===== src/rtl/nand_seq_pkg.sv =====
package nand_seq_pkg;

   localparam int BYTE_W = 8;

   typedef enum logic [3:0] {
      ST_IDLE,
      ST_SETUP,
      ST_CLO,
      ST_CHI,
      ST_ALO,
      ST_AHI,
      ST_C2LO,
      ST_C2HI,
      ST_RECOV,
      ST_WAITRB,
      ST_RLO,
      ST_RHI
   } seq_st_e;

endpackage


===== src/rtl/nand_seq_tmr.sv =====
module nand_seq_tmr #(
   parameter int W = 10
) (
   input  logic         clk,
   input  logic         rst_n,
   input  logic         load_i,
   input  logic [W-1:0] val_i,
   output logic         expired_o
);
   logic [W-1:0] cnt_q;

   always_ff @(posedge clk or negedge rst_n) begin
      if (!rst_n)
         cnt_q <= '0;
      else if (load_i)
         cnt_q <= val_i;
      else if (cnt_q > W'(1))
         cnt_q <= cnt_q - W'(1);
   end

   assign expired_o = (cnt_q <= W'(1));
endmodule


===== src/rtl/nand_seq_pack.sv =====
module nand_seq_pack #(
   parameter int LANES = 4,
   localparam int IW = $clog2(LANES)
) (
   input  logic                  clk,
   input  logic                  rst_n,
   input  logic                  clr_i,
   input  logic                  cap_i,
   input  logic [IW-1:0]         idx_i,
   input  logic [7:0]            din_i,
   output logic [8*LANES-1:0]    word_o
);
   for (genvar g = 0; g < LANES; g++) begin : g_lane
      logic [7:0] lane_q;
      always_ff @(posedge clk or negedge rst_n) begin
         if (!rst_n)
            lane_q <= '0;
         else if (clr_i)
            lane_q <= '0;
         else if (cap_i && (idx_i == IW'(g)))
            lane_q <= din_i;
      end
      assign word_o[8*g +: 8] = lane_q;
   end
endmodule


===== src/rtl/nand_seq.sv =====
module nand_seq
   import nand_seq_pkg::*;
#(
   parameter int MAX_ADDR = 5,
   parameter int MAX_RX   = 4,
   parameter int TW       = 8,
   parameter int BW       = 16,
   localparam int ACW  = $clog2(MAX_ADDR + 1),
   localparam int RXIW = $clog2(MAX_RX),
   localparam int AW   = BYTE_W * MAX_ADDR,
   localparam int RW   = BYTE_W * MAX_RX
) (
   input  logic            clk,
   input  logic            rst_n,
   input  logic            go_i,
   input  logic [7:0]      cmd1_i,
   input  logic [7:0]      cmd2_i,
   input  logic            cmd2_en_i,
   input  logic [ACW-1:0]  addr_cnt_i,
   input  logic [AW-1:0]   addr_i,
   input  logic            rx_en_i,
   input  logic [RXIW-1:0] rx_len_i,
   input  logic            ce_sel_i,
   input  logic [TW-1:0]   t_wp_i,
   input  logic [TW-1:0]   t_wh_i,
   input  logic [TW-1:0]   t_rp_i,
   input  logic [TW-1:0]   t_rh_i,
   input  logic [TW-1:0]   t_cs_m1_i,
   input  logic [TW-1:0]   t_rr_m2_i,
   input  logic [BW-1:0]   busy_limit_i,
   input  logic            clr_done_i,
   input  logic            clr_tmo_i,
   output logic            busy_o,
   output logic            done_o,
   output logic            tmo_o,
   output logic [RW-1:0]   resp_o,
   output logic            nand_ce_n,
   output logic            nand_cle,
   output logic            nand_ale,
   output logic            nand_we_n,
   output logic            nand_re_n,
   output logic [7:0]      nand_io_o,
   output logic            nand_io_oe,
   input  logic [7:0]      nand_io_i,
   input  logic            nand_rb_i
);
   localparam int TMW = TW + 2;

   initial begin
      if (MAX_ADDR < 1 || MAX_ADDR > 8)
         $error("nand_seq: MAX_ADDR out of range 1..8");
      if (MAX_RX < 2 || (MAX_RX & (MAX_RX - 1)) != 0)
         $error("nand_seq: MAX_RX must be a power of two of at least 2");
      if (TW < 2 || BW < 2)
         $error("nand_seq: counter widths too small");
   end

   function automatic logic [TMW-1:0] ext(input logic [TW-1:0] v);
      return {{(TMW-TW){1'b0}}, v};
   endfunction

   seq_st_e st_q, st_d;

   logic [7:0]      cmd1_q, cmd2_q;
   logic            c2en_q, rxen_q, ce_q;
   logic [ACW-1:0]  acnt_q, aidx_q, acnt_eff;
   logic [AW-1:0]   addr_q;
   logic [RXIW-1:0] rxlen_q, ridx_q;
   logic [BW-1:0]   bcnt_q;
   logic            done_q, tmo_q;

   logic            ld, tmr_exp, fin_ok, fin_to, cap, a_inc, r_inc, launch;
   logic [TMW-1:0]  lval;
   seq_st_e         post_wr_st;
   logic [TMW-1:0]  post_wr_val;

   // address count clamp, only built when the count field can exceed MAX_ADDR
   if ((1 << ACW) - 1 > MAX_ADDR) begin : g_clamp
      assign acnt_eff = (addr_cnt_i > ACW'(MAX_ADDR)) ? ACW'(MAX_ADDR) : addr_cnt_i;
   end else begin : g_noclamp
      assign acnt_eff = addr_cnt_i;
   end

   assign launch = (st_q == ST_IDLE) && go_i;

   // where to go after the address phase (or after the leading command when no address)
   always_comb begin
      if (c2en_q) begin
         post_wr_st  = ST_C2LO;
         post_wr_val = ext(t_wp_i);
      end else begin
         post_wr_st  = ST_RECOV;
         post_wr_val = ext(t_rr_m2_i) + TMW'(2);
      end
   end

   always_comb begin
      st_d   = st_q;
      ld     = 1'b0;
      lval   = '0;
      fin_ok = 1'b0;
      fin_to = 1'b0;
      cap    = 1'b0;
      a_inc  = 1'b0;
      r_inc  = 1'b0;
      unique case (st_q)
         ST_IDLE: if (go_i) begin
            st_d = ST_SETUP; ld = 1'b1; lval = ext(t_cs_m1_i) + TMW'(1);
         end
         ST_SETUP: if (tmr_exp) begin
            st_d = ST_CLO; ld = 1'b1; lval = ext(t_wp_i);
         end
         ST_CLO: if (tmr_exp) begin
            st_d = ST_CHI; ld = 1'b1; lval = ext(t_wh_i);
         end
         ST_CHI: if (tmr_exp) begin
            ld = 1'b1;
            if (acnt_q != '0) begin
               st_d = ST_ALO; lval = ext(t_wp_i);
            end else begin
               st_d = post_wr_st; lval = post_wr_val;
            end
         end
         ST_ALO: if (tmr_exp) begin
            st_d = ST_AHI; ld = 1'b1; lval = ext(t_wh_i);
         end
         ST_AHI: if (tmr_exp) begin
            ld = 1'b1;
            if (ACW'(aidx_q + 1'b1) < acnt_q) begin
               st_d = ST_ALO; lval = ext(t_wp_i); a_inc = 1'b1;
            end else begin
               st_d = post_wr_st; lval = post_wr_val;
            end
         end
         ST_C2LO: if (tmr_exp) begin
            st_d = ST_C2HI; ld = 1'b1; lval = ext(t_wh_i);
         end
         ST_C2HI: if (tmr_exp) begin
            st_d = ST_RECOV; ld = 1'b1; lval = ext(t_rr_m2_i) + TMW'(2);
         end
         ST_RECOV: if (tmr_exp) st_d = ST_WAITRB;
         ST_WAITRB: begin
            if (nand_rb_i) begin
               if (rxen_q) begin
                  st_d = ST_RLO; ld = 1'b1; lval = ext(t_rp_i);
               end else begin
                  st_d = ST_IDLE; fin_ok = 1'b1;
               end
            end else if (bcnt_q == busy_limit_i) begin
               st_d = ST_IDLE; fin_to = 1'b1;
            end
         end
         ST_RLO: if (tmr_exp) begin
            st_d = ST_RHI; ld = 1'b1; lval = ext(t_rh_i); cap = 1'b1;
         end
         ST_RHI: if (tmr_exp) begin
            if (ridx_q == rxlen_q) begin
               st_d = ST_IDLE; fin_ok = 1'b1;
            end else begin
               st_d = ST_RLO; ld = 1'b1; lval = ext(t_rp_i); r_inc = 1'b1;
            end
         end
         default: st_d = ST_IDLE;
      endcase
   end

   always_ff @(posedge clk or negedge rst_n) begin
      if (!rst_n) begin
         st_q    <= ST_IDLE;
         cmd1_q  <= '0;
         cmd2_q  <= '0;
         c2en_q  <= 1'b0;
         rxen_q  <= 1'b0;
         ce_q    <= 1'b0;
         acnt_q  <= '0;
         addr_q  <= '0;
         rxlen_q <= '0;
         aidx_q  <= '0;
         ridx_q  <= '0;
         bcnt_q  <= '0;
         done_q  <= 1'b0;
         tmo_q   <= 1'b0;
      end else begin
         st_q <= st_d;
         if (launch) begin
            cmd1_q  <= cmd1_i;
            cmd2_q  <= cmd2_i;
            c2en_q  <= cmd2_en_i;
            rxen_q  <= rx_en_i;
            ce_q    <= ce_sel_i;
            acnt_q  <= acnt_eff;
            addr_q  <= addr_i;
            rxlen_q <= rx_len_i;
            aidx_q  <= '0;
            ridx_q  <= '0;
         end else begin
            if (a_inc) aidx_q <= aidx_q + 1'b1;
            if (r_inc) ridx_q <= ridx_q + 1'b1;
         end
         if (st_q == ST_WAITRB)
            bcnt_q <= bcnt_q + 1'b1;
         else
            bcnt_q <= '0;
         if (fin_ok)          done_q <= 1'b1;
         else if (clr_done_i) done_q <= 1'b0;
         if (fin_to)          tmo_q  <= 1'b1;
         else if (clr_tmo_i)  tmo_q  <= 1'b0;
      end
   end

   nand_seq_tmr #(.W(TMW)) u_tmr (
      .clk       (clk),
      .rst_n     (rst_n),
      .load_i    (ld),
      .val_i     (lval),
      .expired_o (tmr_exp)
   );

   nand_seq_pack #(.LANES(MAX_RX)) u_pack (
      .clk    (clk),
      .rst_n  (rst_n),
      .clr_i  (launch),
      .cap_i  (cap),
      .idx_i  (ridx_q),
      .din_i  (nand_io_i),
      .word_o (resp_o)
   );

   // pin decode from the registered phase state
   logic in_cmd1, in_addr, in_cmd2;
   assign in_cmd1 = (st_q == ST_CLO)  || (st_q == ST_CHI);
   assign in_addr = (st_q == ST_ALO)  || (st_q == ST_AHI);
   assign in_cmd2 = (st_q == ST_C2LO) || (st_q == ST_C2HI);

   always_comb begin
      if (in_cmd1)      nand_io_o = cmd1_q;
      else if (in_addr) nand_io_o = addr_q[{aidx_q, 3'b000} +: 8];
      else if (in_cmd2) nand_io_o = cmd2_q;
      else              nand_io_o = '0;
   end

   assign busy_o     = (st_q != ST_IDLE);
   assign done_o     = done_q;
   assign tmo_o      = tmo_q;
   assign nand_ce_n  = !(busy_o && ce_q);
   assign nand_cle   = in_cmd1 || in_cmd2;
   assign nand_ale   = in_addr;
   assign nand_we_n  = !((st_q == ST_CLO) || (st_q == ST_ALO) || (st_q == ST_C2LO));
   assign nand_re_n  = !(st_q == ST_RLO);
   assign nand_io_oe = in_cmd1 || in_addr || in_cmd2;
endmodule


===== config.mk =====
export PLATFORM = sky130hd
export DESIGN_NAME = nand_seq
export DESIGN_NICKNAME = d
export VERILOG_FILES = /design/src/rtl/nand_seq_pkg.sv /design/src/rtl/nand_seq_tmr.sv /design/src/rtl/nand_seq_pack.sv /design/src/rtl/nand_seq.sv
export SDC_FILE = /design/constraint.sdc
export NUM_CORES = 1
export LEC_CHECK = 0
export ABC_AREA = 1
export CAP_MARGIN = 10
export CORE_UTILIZATION = 30
export CTS_CLUSTER_DIAMETER = 40
export DETAILED_ROUTE_END_ITERATION = 8
export GPL_TIMING_DRIVEN = 1
export PLACE_DENSITY = 0.59
export SYNTH_ARGS = -nofsm -noshare
export SYNTH_HDL_FRONTEND = slang
export SYNTH_SLANG_ARGS = --single-unit

===== constraint.sdc =====
create_clock -name clk -period 1.8 [get_ports clk]
set_input_delay 0.36 -clock clk [delete_from_list [all_inputs] [get_ports clk]]
set_output_delay 0.36 -clock clk [all_outputs]
set_load 0.02 [all_outputs]

==> key figures, run 1 <==
Synth
  – Synthesized Nets: 1175
  – Yosys top cell by area: dfrtp_1
  – Yosys cell types: 46
  – Syn avg cell area: 7.44 sq um
  – Post-synth EDFFs: 0
  – Most common cell in the synthesized netlist: nand2_1
  – Commonest cells post-synth: 375 x nand2_1, 133 x dfrtp_1, 98 x nor2_1
  – Seq/Total Area, Yosys: 43.8%
  – Async set-reset flop share out of synthesis: 100%
  – Post-Syn Instances: 1021
  – Most used DFF post-synth: dfrtp_1
  – Share of the synthesized area in the top cell type: 43.8%
  – YS warnings: 0
  – Mapped Area: 7600 sq um
  – Synth area leaders: dfrtp_1 44%, nand2_1 19%, nor2_1 4.8%
  – FF+latch count, synth: 133

Drt
  – DRC: 0
  – Average wire per standard cell: 15.2 um
  – Antenna Nets Post-Route: 0
  – Initial DRC Count: 417
  – Via count: 7764
  – Drt total wl: 25300 um
  – Pre-Repair DR Iteration Count: 5
  – Vias/cell: 4.67

Worst setup path
  – Cell count along the critical path: 13
  – Slowest cell on the critical path: dfrtp_2
  – Crit path buf inv count: 3
  – R2r startpoint: aidx_q[0]$_DFFE_PN0P_
  – CP top delay family: flip-flops
  – Max incr delay on CP: 0.45 ns
  – Crit Path Class: reg2reg
  – Crit path max fanout: 6
  – Crit-path cells: buf_6 -> ha_4 -> xor2_4 -> ha_4 -> a21oi_4 -> buf_6 -> nand3_4 -> nand3_4 -> buf_4 -> nand2_1 -> nand3_2 -> nand2_2 -> a21oi_1
  – Crit start category: flip-flop
  – Critical Path RT: 2.15 ns
  – CP endpoint: u_tmr.cnt_q[2]$_DFFE_PN0P_
  – FF-to-FF path depth: 13
  – R2R Setup Slk: -0.41 ns
  – FF-to-FF End: u_tmr.cnt_q[2]$_DFFE_PN0P_
  – Arrival time at the worst endpoint: 2.56 ns
  – Worst Setup SP: aidx_q[0]$_DFFE_PN0P_
  – Worst setup EP type: flip-flop

Timing
  – Worst setup margin: -0.411 ns
  – Fin crit period: 2.21 ns
  – Relative slew slack: 74.2%
  – Worst-margin pin slew: 0.385 ns
  – Final worst-path cycle share: 123%
  – RSZ-0062 raised after global routing: yes
  – Final Hold Fails: 0
  – Max Clock Skew: 0.0159 ns
  – Max Clock Freq: 0.452 GHz
  – TNS Setup: -7.52 ns
  – Final setup violation count: 27
  – Max-slew violation count: 0

Floorplanning
  – Row count: 57
  – I/O Pins: 191
  – Die area: 26000 sq um
  – Die Span Y: 161 um
  – Starting Density: 30.9%
  – Die X: 161 um
  – Area of the core: 24600 sq um

Clock network
  – Worst-Skew Late Latency: 0.43 ns
  – Clock sinks: 133
  – Root cell of the clock tree: clkbuf_16
  – Maximum clock insertion buffer count: 2
  – Total CTS buffers: 17
  – H-tree levels: 4
  – CTS tree: done
  – Clock-pin slew on the worst setup and hold paths: 0.07 ns

Place
  – Hpwl dp: 18600 um
  – Area after DPL: 10600 sq um
  – Pre-CTS setup slack: -0.481 ns
  – Port bufs: 190
  – RePlAce Congestion: 0.890

Global route
  – First-pass GRT wire length: 40300 um
  – Initial antenna violation count: 1
  – Total grt overflow: 0
  – GR Util All Layers: 19.8%
  – Vias in the first global route: 7854
  – Largest net degree at the start of global routing: 46

Final layout
  – Fillers: 2383
  – Final core occ: 49.2%
  – Number of diodes: 0
  – Nets: 1481
  – Area grow syn2layout: 59.5%
  – Share of post-route cells with drive strength above 1: 25.0%
  – Fin area: 12100 sq um

Pwr
  – Int Pwr: 10.8 mW
  – Flop pwr share: 27.3%
  – Gate power share: 54.9%
  – Pwr per Cell Area: 1540 nW/um^2
  – Clock power frac: 17.9%
  – Maximum vdd drop: 1.04 mV
  – Switching Fraction: 42.3%
  – Leak: 5.82 nW
  – Sw power: 7.91 mW

Outcome
  – Status: complete, but fails checks
  – Violated checks: setup timing

Run
  – Max cap viols: 0

Hold path
  – Hold WC Path Type: in2async
[layout by cell type, fill, tap and decap left out, types with 8 or more instances in the layout]
cell type / count
nand2_1: 342
clkdlybuf4s50_1: 158
dfrtp_1: 126
buf_4: 92
nor2_1: 83
inv_1: 65
o21ai_1: 46
nand3_1: 37
o21ai_0: 29
buf_6: 28
a21oi_1: 24
nand2_2: 24
clkbuf_16: 20
nand2_4: 19
o21ai_2: 19
nor2_2: 18
xnor2_1: 17
nand3_2: 16
dlymetal6s2s_1: 14
buf_12: 12
inv_2: 11
nor2_4: 11
nor3_1: 11
xor2_1: 11
nand4_1: 9
inv_4: 8
o22ai_1: 8
[cells by family after synthesis]
family	after synthesis	synth area share [%]
simple gates	590	33.5
compound gates	143	10.6
flops	133	43.8
buf+inv	114	6.87
xor+xnor	29	3.34
fa+ha+maj	12	1.98
[worst register-to-register path, stage by stage (launching register included)]
cell	delay [ns]
dfrtp_2	0.45
buf_6	0.14
ha_4	0.17
xor2_4	0.17
ha_4	0.24
a21oi_4	0.17
buf_6	0.12
nand3_4	0.09
nand3_4	0.15
buf_4	0.13
nand2_1	0.05
nand3_2	0.09
nand2_2	0.05
a21oi_1	0.12
[power groups by stage]
stage / registers (mW) / clock network (mW) / logic [mW]
2_1_floorplan: 5.17 / 0 / 4.57
3_3_place_gp: 5.02 / 0 / 8.59
3_5_place_dp: 5.00 / 0 / 8.66
4_1_cts: 5.02 / 3.42 / 9.37
5_1_grt: 5.24 / 3.55 / 11.2
6_report: 5.10 / 3.34 / 10.3
[worst min-delay path by stage]
stage	startpoint	endpoint	cells past startpoint
2_1_floorplan	rst_n	acnt_q[0]$_DFFE_PN0P_	0
6_report	rst_n	cmd2_q[0]$_DFFE_PN0P_	2
3_3_place_gp	rst_n	cmd2_q[0]$_DFFE_PN0P_	1
4_1_cts	rst_n	cmd2_q[0]$_DFFE_PN0P_	2
3_5_place_dp	rst_n	cmd2_q[0]$_DFFE_PN0P_	1
5_1_grt	rst_n	cmd2_q[0]$_DFFE_PN0P_	2
[metrics by stage]
step	hold WS (ns)	total power, mW	instances
6_report	0.377	18.7	1664
5_1_grt	0.400	20.0	1664
4_1_cts	0.389	17.8	1651
3_5_place_dp	0.284	13.7	1607
3_3_place_gp	0.281	13.6	1607
2_1_floorplan	0.0644	9.74	1021
[repair_timing]
action	CTS	global route
hold buffers	1	0
setup endpoints to repair	45	131
buffers inserted	11	10
endpoints found under the hold margin	27	0
gates resized for setup	162	135
gates cloned	2	4
pin swaps	34	52
[routing by layer]
| layer | vias up | routed length, um | GRT usage [%] |
|---|---|---|---|
| met2 | 249 | 11500 | 31.5 |
| met1 | 3587 | 11600 | 25.7 |
| li1 | 3878 | - | - |
| met5 | - | 13 | 0 |
| met4 | 2 | 601 | 6.99 |
| met3 | 48 | 1540 | 5.47 |
[cell type report]
cell class | instances | area [sq um] | area share (%)
clock buffer | 19 | 443 | 3.66
clock inverter | 13 | 114 | 0.940
inverter | 85 | 348 | 2.87
multi-input combinational | 774 | 4270 | 35.2
sequential | 133 | 3340 | 27.5
tap | 324 | 405 | 3.35
timing repair buffer | 315 | 3200 | 26.4
timing repair inverter | 1 | 6.26 | 0.0516
[flip-flops by register name, summed over array words and instances, names as in the netlist, 2 cells and up]
register and count:
addr_q 40, u_pack.g_lane.lane_q 32, bcnt_q 16, u_tmr.cnt_q 10, cmd1_q 8, cmd2_q 8, st_q 4, acnt_q 3
aidx_q 3, ridx_q 2, rxlen_q 2
Note: power is estimated with default switching activity, not from simulation.
==> run 2: changes to the inputs <==
--- a/config.mk
+++ b/config.mk
@@ -7,11 +7,11 @@
 export LEC_CHECK = 0
 export ABC_AREA = 1
 export CAP_MARGIN = 10
-export CORE_UTILIZATION = 30
+export CORE_UTILIZATION = 45
 export CTS_CLUSTER_DIAMETER = 40
 export DETAILED_ROUTE_END_ITERATION = 8
 export GPL_TIMING_DRIVEN = 1
-export PLACE_DENSITY = 0.59
+export PLACE_DENSITY = 0.81
 export SYNTH_ARGS = -nofsm -noshare
 export SYNTH_HDL_FRONTEND = slang
 export SYNTH_SLANG_ARGS = --single-unit
==> run 2 against run 1 <==
  * Sequential share of layout area down 2.2 points
  * Worst hold slack better by 0.044 ns
  * Clock power up 12%
  * Final cell count down 3.7%
  * Clock-buffer cell count down 1
  * Largest cell class unchanged
  * The run still ends with setup timing left
  * Critical path type is now reg2out
  * First-iteration DRC count up 78%
==> key figures, run 2 (same netlist as run 1, synthesis figures left out) <==
Final layout
  – Largest Register: addr_q
  – Number of diodes: 0
  – Area grow syn2layout: 73.3%
  – Fillers: 1006
  – Max reg flops: 40
  – Multi-input logic area: 4750 sq um
  – Biggest regs: addr_q: 40 flops, u_pack.g_lane.lane_q: 32 flops, bcnt_q: 16 flops
  – Nets: 1523
  – Most frequent cells in the layout: 259 x nand2_1, 169 x clkdlybuf4s50_1, 129 x dfrtp_1
  – Non-Filler Instances: 1602
  – Commonest non-fill, non-tap cell in the layout: nand2_1
  – Final core occ: 79.7%
  – Share of post-route cells with drive strength above 1: 33.0%
  – Reg area: 3330 sq um

Drt
  – Pre-Repair DR Iteration Count: 9
  – DRC: 0
  – Drt total wl: 29800 um
  – Average wire per standard cell: 18.6 um
  – Antenna Nets Post-Route: 0
  – Vias/cell: 5.43
  – Via count: 8700
  – Initial DRC Count: 742

Worst setup path
  – Critical Path RT: 1.44 ns
  – Crit path max fanout: 19
  – Crit start category: flip-flop
  – Max incr delay on CP: 0.44 ns
  – Arrival time at the worst endpoint: 1.95 ns
  – Crit-path cells: clkinv_2 -> buf_12 -> nor2_1 -> o22ai_1 -> nand2_1 -> o21ai_0 -> nand2_1 -> nand3_2 -> buf_6
  – FF-to-FF path depth: 16
  – Crit Path Class: reg2out
  – Most frequent CP cell: nand2_1
  – Slowest cell on the critical path: dfrtp_2
  – Worst setup EP type: primary output

Global route
  – First-pass GRT wire length: 38400 um
  – Largest net degree at the start of global routing: 42
  – GR Util All Layers: 27.6%
  – Initial antenna violation count: 0
  – Total grt overflow: 0
  – Vias in the first global route: 7865

Outcome
  – Violated checks: setup timing
  – Status: complete, but fails checks

Timing
  – Final Hold Fails: 0
  – Fin crit period: 2.31 ns
  – RSZ-0062 raised after global routing: yes
  – Hold Slack: 0.421 ns
  – Worst-margin pin slew: 0.419 ns
  – Final worst-path cycle share: 128%
  – Max Clock Skew: 0.0117 ns
  – Max Clock Freq: 0.433 GHz
  – Worst setup margin: -0.511 ns
  – Relative slew slack: 72.0%
  – Max-slew violation count: 0
  – Final setup violation count: 132

Pwr
  – Pwr per Cell Area: 1660 nW/um^2
  – Leak: 6.21 nW
  – Maximum vdd drop: 1.32 mV

Clock network
  – CTS tree: done
  – Total CTS buffers: 17
  – Root cell of the clock tree: clkbuf_16
  – Clock sinks: 133
  – H-tree levels: 4
  – Worst-Skew Late Latency: 0.42 ns
  – Clock-pin slew on the worst setup and hold paths: 0.06 ns
  – Maximum clock insertion buffer count: 2

Place
  – Hpwl dp: 17400 um
  – Port bufs: 190
  – Number of instances in the placed design: 1508
  – RePlAce Congestion: 0.922

Floorplanning
  – Row count: 47
  – Die X: 132 um
  – Die Span Y: 132 um
  – Area of the core: 16500 sq um
  – Starting Density: 46.0%
  – I/O Pins: 191
  – Die area: 17400 sq um

Hold path
  – Hold WC Path Type: in2async

Run
  – Max cap viols: 0
==> run 2: cell types whose count changed in the layout (fill, tap and decap cells not counted), moves of 10 or more <==
cell | before | now
nand2_1 | 342 | 259
nand2_4 | 19 | 47
clkdlybuf4s50_1 | 158 | 169
clkbuf_16 | 20 | 30
buf_6 | 28 | 43
nand2_2 | 24 | 70
==> run 2: critical path: cells and delay by family, from the launching register on <==
kind                   cells  cell delay [ns]
buffers and inverters      3             0.34
and+or+nand+nor            4             0.36
AOI/OAI and AO/OA          2             0.37
DFF                        1             0.44
==> run 2: final timing paths <==
path,start,end,slack [ns]
setup / recovery,aidx_q[0]$_DFFE_PN0P_,nand_io_o[3],-0.51
hold / removal,rst_n,bcnt_q[3]$_DFF_PN0_,0.42
setup reg to reg,aidx_q[0]$_DFFE_PN0P_,u_tmr.cnt_q[1]$_DFFE_PN0P_,-0.36
hold reg to reg,u_pack.g_lane[3].lane_q[2]$_DFFE_PN0P_,u_pack.g_lane[3].lane_q[2]$_DFFE_PN0P_,0.49
max in group asynchronous,rst_n,addr_q[2]$_DFFE_PN0P_,0.82
min in group clk,cmd1_i[6],cmd1_q[6]$_DFFE_PN0P_,0.47
==> run 2: power by group <==
group          internal [mW]  switching, mW  leakage, nW
registers               4.20           1.20         1.69
logic                   5.98           6.67         4.22
clock network           2.33           1.42        0.301
total                   12.5           9.29         6.21
==> run 2: layout make-up <==
type	instances	share of cell area [%]
Clock buffer	18	3.26
Clock inverter	14	1.53
Inverter	85	2.70
Multi-Input combinational cell	774	36.1
Sequential cell	133	25.3
Tap cell	220	2.09
Timing Repair Buffer	356	28.9
Timing Repair inverter	2	0.152
==> run 2: per-layer routing <==
metal	wire, um	global-route usage, %	share of wire (%)	up-vias
met2	14900	46.2	50	447
met5	0	0	0	-
met3	2220	6.81	7.4	98
met1	11400	35.4	38	4173
li1	-	-	-	3982
met4	1300	7.82	4.4	0
==> run 2: timing repair <==
action                                 4_1_cts  5_1_grt
pin swaps                                   25       62
endpoints found under the hold margin       37        0
cloned                                       1       21
setup endpoints to repair                   91      134
hold buffers                                 1        0
gates resized for setup                    167      282
setup buffers                               10       29
==> run 2: per-stage QoR <==
stage / setup TNS [ns] / setup WS, ns / power, mW / instance area, sq um
2_1_floorplan: -0.613 / -0.147 / 9.74 / 7610
3_3_place_gp: -9.51 / -0.375 / 13.4 / 10500
3_5_place_dp: -12.69 / -0.436 / 13.6 / 10500
4_1_cts: -6.85 / -0.375 / 18.0 / 11500
5_1_grt: -32.04 / -0.562 / 22.8 / 13200
6_report: -24.88 / -0.511 / 21.8 / 13200
==> run 3: changes to the inputs <==
--- a/config.mk
+++ b/config.mk
@@ -7,11 +7,11 @@
 export LEC_CHECK = 0
 export ABC_AREA = 1
 export CAP_MARGIN = 10
-export CORE_UTILIZATION = 45
+export CORE_UTILIZATION = 50
 export CTS_CLUSTER_DIAMETER = 40
 export DETAILED_ROUTE_END_ITERATION = 8
 export GPL_TIMING_DRIVEN = 1
-export PLACE_DENSITY = 0.81
+export PLACE_DENSITY = 0.85
 export SYNTH_ARGS = -nofsm -noshare
 export SYNTH_HDL_FRONTEND = slang
 export SYNTH_SLANG_ARGS = --single-unit
==> constraint.sdc (replaced) <==
create_clock -name clk -period 2.6 [get_ports clk]
set_input_delay 0.52 -clock clk [delete_from_list [all_inputs] [get_ports clk]]
set_output_delay 0.52 -clock clk [all_outputs]
set_load 0.02 [all_outputs]
==> run 3 against run 2 <==
  * The flow finishes with violations (DRC, hold timing)
  * Die area decreased by 9.9%
  * First-iteration DRC count decreased by 18%
  * Combinational power decreased by 60%
==> key figures, run 3 (same netlist as run 1, synthesis figures left out) <==
Final layout
  – Non-Filler Instances: 1413
  – Commonest non-fill, non-tap cell in the layout: nand2_1
  – Area grow syn2layout: 35.5%
  – Biggest regs: addr_q: 40 flops, u_pack.g_lane.lane_q: 32 flops, bcnt_q: 16 flops
  – Fillers: 1174
  – Number of diodes: 0
  – Fin area: 10300 sq um
  – Share of post-route cells with drive strength above 1: 8.95%
  – Most frequent cells in the layout: 374 x nand2_1, 180 x clkdlybuf4s50_1, 130 x dfrtp_1
  – Nets: 1370
  – Largest Register: addr_q
  – Max reg flops: 40

Drt
  – Initial DRC Count: 606
  – Antenna Nets Post-Route: 0
  – Pre-Repair DR Iteration Count: 9
  – Via count: 7436
  – Drt total wl: 21600 um
  – Vias/cell: 5.26
  – Average wire per standard cell: 15.3 um
  – DRC: 11

Timing
  – Worst-margin pin slew: 0.503 ns
  – Max Clock Skew: 0.0122 ns
  – Final worst-path cycle share: 96.3%
  – Fin crit period: 2.50 ns
  – Max-slew violation count: 0
  – Max Clock Freq: 0.399 GHz
  – Hold Slack: -0.00266 ns
  – RSZ-0062 raised after global routing: no
  – Relative slew slack: 66.3%
  – Final Hold Fails: 1
  – Final setup violation count: 0

Clock network
  – CTS tree: done
  – Root cell of the clock tree: clkbuf_16
  – H-tree levels: 4
  – Setup Buffers After CTS: 0
  – Cts hold-fix bufs: 0
  – Clock sinks: 133
  – Maximum clock insertion buffer count: 2
  – Worst-Skew Late Latency: 0.42 ns
  – Clock-pin slew on the worst setup and hold paths: 0.06 ns
  – Total CTS buffers: 17

Floorplanning
  – Die area: 15700 sq um
  – Die Span Y: 125 um
  – I/O Pins: 191
  – Row count: 44
  – Starting Density: 51.7%
  – Area of the core: 14700 sq um
  – Die X: 125 um

Run
  – Max cap viols: 0

Worst setup path
  – Crit path max fanout: 7
  – Crit-path cells: nor2_4 -> nand2_4 -> nand2_1 -> clkdlybuf4s50_1
  – Critical Path RT: 2.08 ns
  – CP top delay family: buffers and inverters
  – Crit Path Class: reg2out
  – Slowest cell on the critical path: clkdlybuf4s50_1
  – Crit path buf inv count: 1
  – Max incr delay on CP: 0.63 ns
  – Crit start category: flip-flop
  – Arrival time at the worst endpoint: 1.98 ns
  – Worst setup EP type: primary output

Place
  – Number of instances in the placed design: 1381
  – Hpwl dp: 16200 um
  – Area after DPL: 9670 sq um
  – Port bufs: 190
  – RePlAce Congestion: 0.951

Global route
  – First-pass GRT wire length: 35700 um
  – Total grt overflow: 0
  – Vias in the first global route: 7313
  – Met1 Track Usage GR: 36.7%
  – GR met2 Demand/Resource: 47.2%
  – Initial antenna violation count: 0
  – Most used routing layer: met2
  – GR Util met3: 8.22%
  – GR Util All Layers: 29.0%
  – Largest net degree at the start of global routing: 56

Pwr
  – Clock power frac: 22.4%
  – Leak: 4.88 nW
  – Pwr per Cell Area: 1080 nW/um^2
  – Int Pwr: 6.43 mW
  – Gate power share: 45.7%
  – Maximum vdd drop: 0.750 mV
  – Flop pwr share: 31.9%
  – Sw power: 4.65 mW
  – Switching Fraction: 42.0%

Hold path
  – Hold WC Path Type: in2async

Outcome
  – Status: complete, but fails checks
  – Violated checks: DRC, hold timing
-- run 3: cell count changes in the layout (fill, tap and decap cells not counted), sizes merged, moves of 3 or more --
cell / previous run / this run
clkinv: 8 / 5
clkdlybuf4s15: 0 / 3
buf: 167 / 16
dlygate4sd2: 0 / 5
dlymetal6s2s: 5 / 1
clkdlybuf4s50: 169 / 180
clkbuf: 32 / 22
-- run 3: cell type report --
class	instances	area, sq um	area share, %
Tap cell	184	230	2.24
Multi-Input combinational cell	774	3760	36.5
Timing Repair Buffer	205	2040	19.8
Clock inverter	10	118	1.14
Inverter	85	324	3.15
Sequential cell	133	3330	32.4
Clock buffer	22	494	4.80
-- run 3: path summary, 6_finish.rpt --
path	end	depth (start not counted)	from	slack, ns
max	nand_ce_n	4	st_q[1]$_DFFE_PN0P_	0.1
min reg2reg	cmd1_q[6]$_DFFE_PN0P_	2	cmd1_q[6]$_DFFE_PN0P_	0.47
max in group asynchronous	st_q[3]$_DFFE_PN0P_	2	rst_n	1.93
min	bcnt_q[12]$_DFF_PN0_	1	rst_n	-0.003
max reg2reg	u_tmr.cnt_q[1]$_DFFE_PN0P_	15	aidx_q[0]$_DFFE_PN0P_	0.32
min in group clk	cmd1_q[6]$_DFFE_PN0P_	2	cmd1_q[6]$_DFFE_PN0P_	0.47
-- run 3: worst reg2reg max path: cells and delay by family, from the launching register on --
| family | cells | cell delay (ns) |
|---|---|---|
| and+or+nand+nor | 11 | 0.86 |
| adders and majority gates | 2 | 0.50 |
| xor gates and xnor gates | 1 | 0.18 |
| DFF | 1 | 0.44 |
| AOI/OAI and AO/OA | 1 | 0.19 |
-- run 3: routing by layer --
metal / wire [um] / share of wire [%]
met1: 8960 / 42
met2: 10100 / 47
met3: 1870 / 8.7
met4: 595 / 2.8
met5: 0 / 0
-- run 3: stage by stage --
| step | setup slack (ns) | power [mW] | util (%) | TNS [ns] |
|---|---|---|---|---|
| 2_1_floorplan | 0.580 | 6.72 | - | 0 |
| 3_3_place_gp | 0.177 | 8.42 | 65.8 | 0 |
| 3_5_place_dp | 0.0896 | 8.56 | 65.8 | 0 |
| 4_1_cts | -0.156 | 11.0 | 69.9 | -0.156 |
| 5_1_grt | 0.00331 | 11.8 | 70.0 | 0 |
| 6_report | 0.0967 | 11.1 | 70.0 | 0 |
-- run 3: power groups by stage --
stage                     logic [mW]  clock network, mW  registers (mW)
after detailed placement        5.05                  0            3.51
after global routing            5.63               2.59            3.61
after global placement          4.92                  0            3.50
after CTS                       5.02               2.49            3.51
after floorplan                 3.15                  0            3.58
final                           5.06               2.48            3.53
-- run 3: what timing repair did --
item,4_1_cts,5_1_grt
resized for setup,10,12
pin swaps,0,0
setup endpoints to repair,9,11
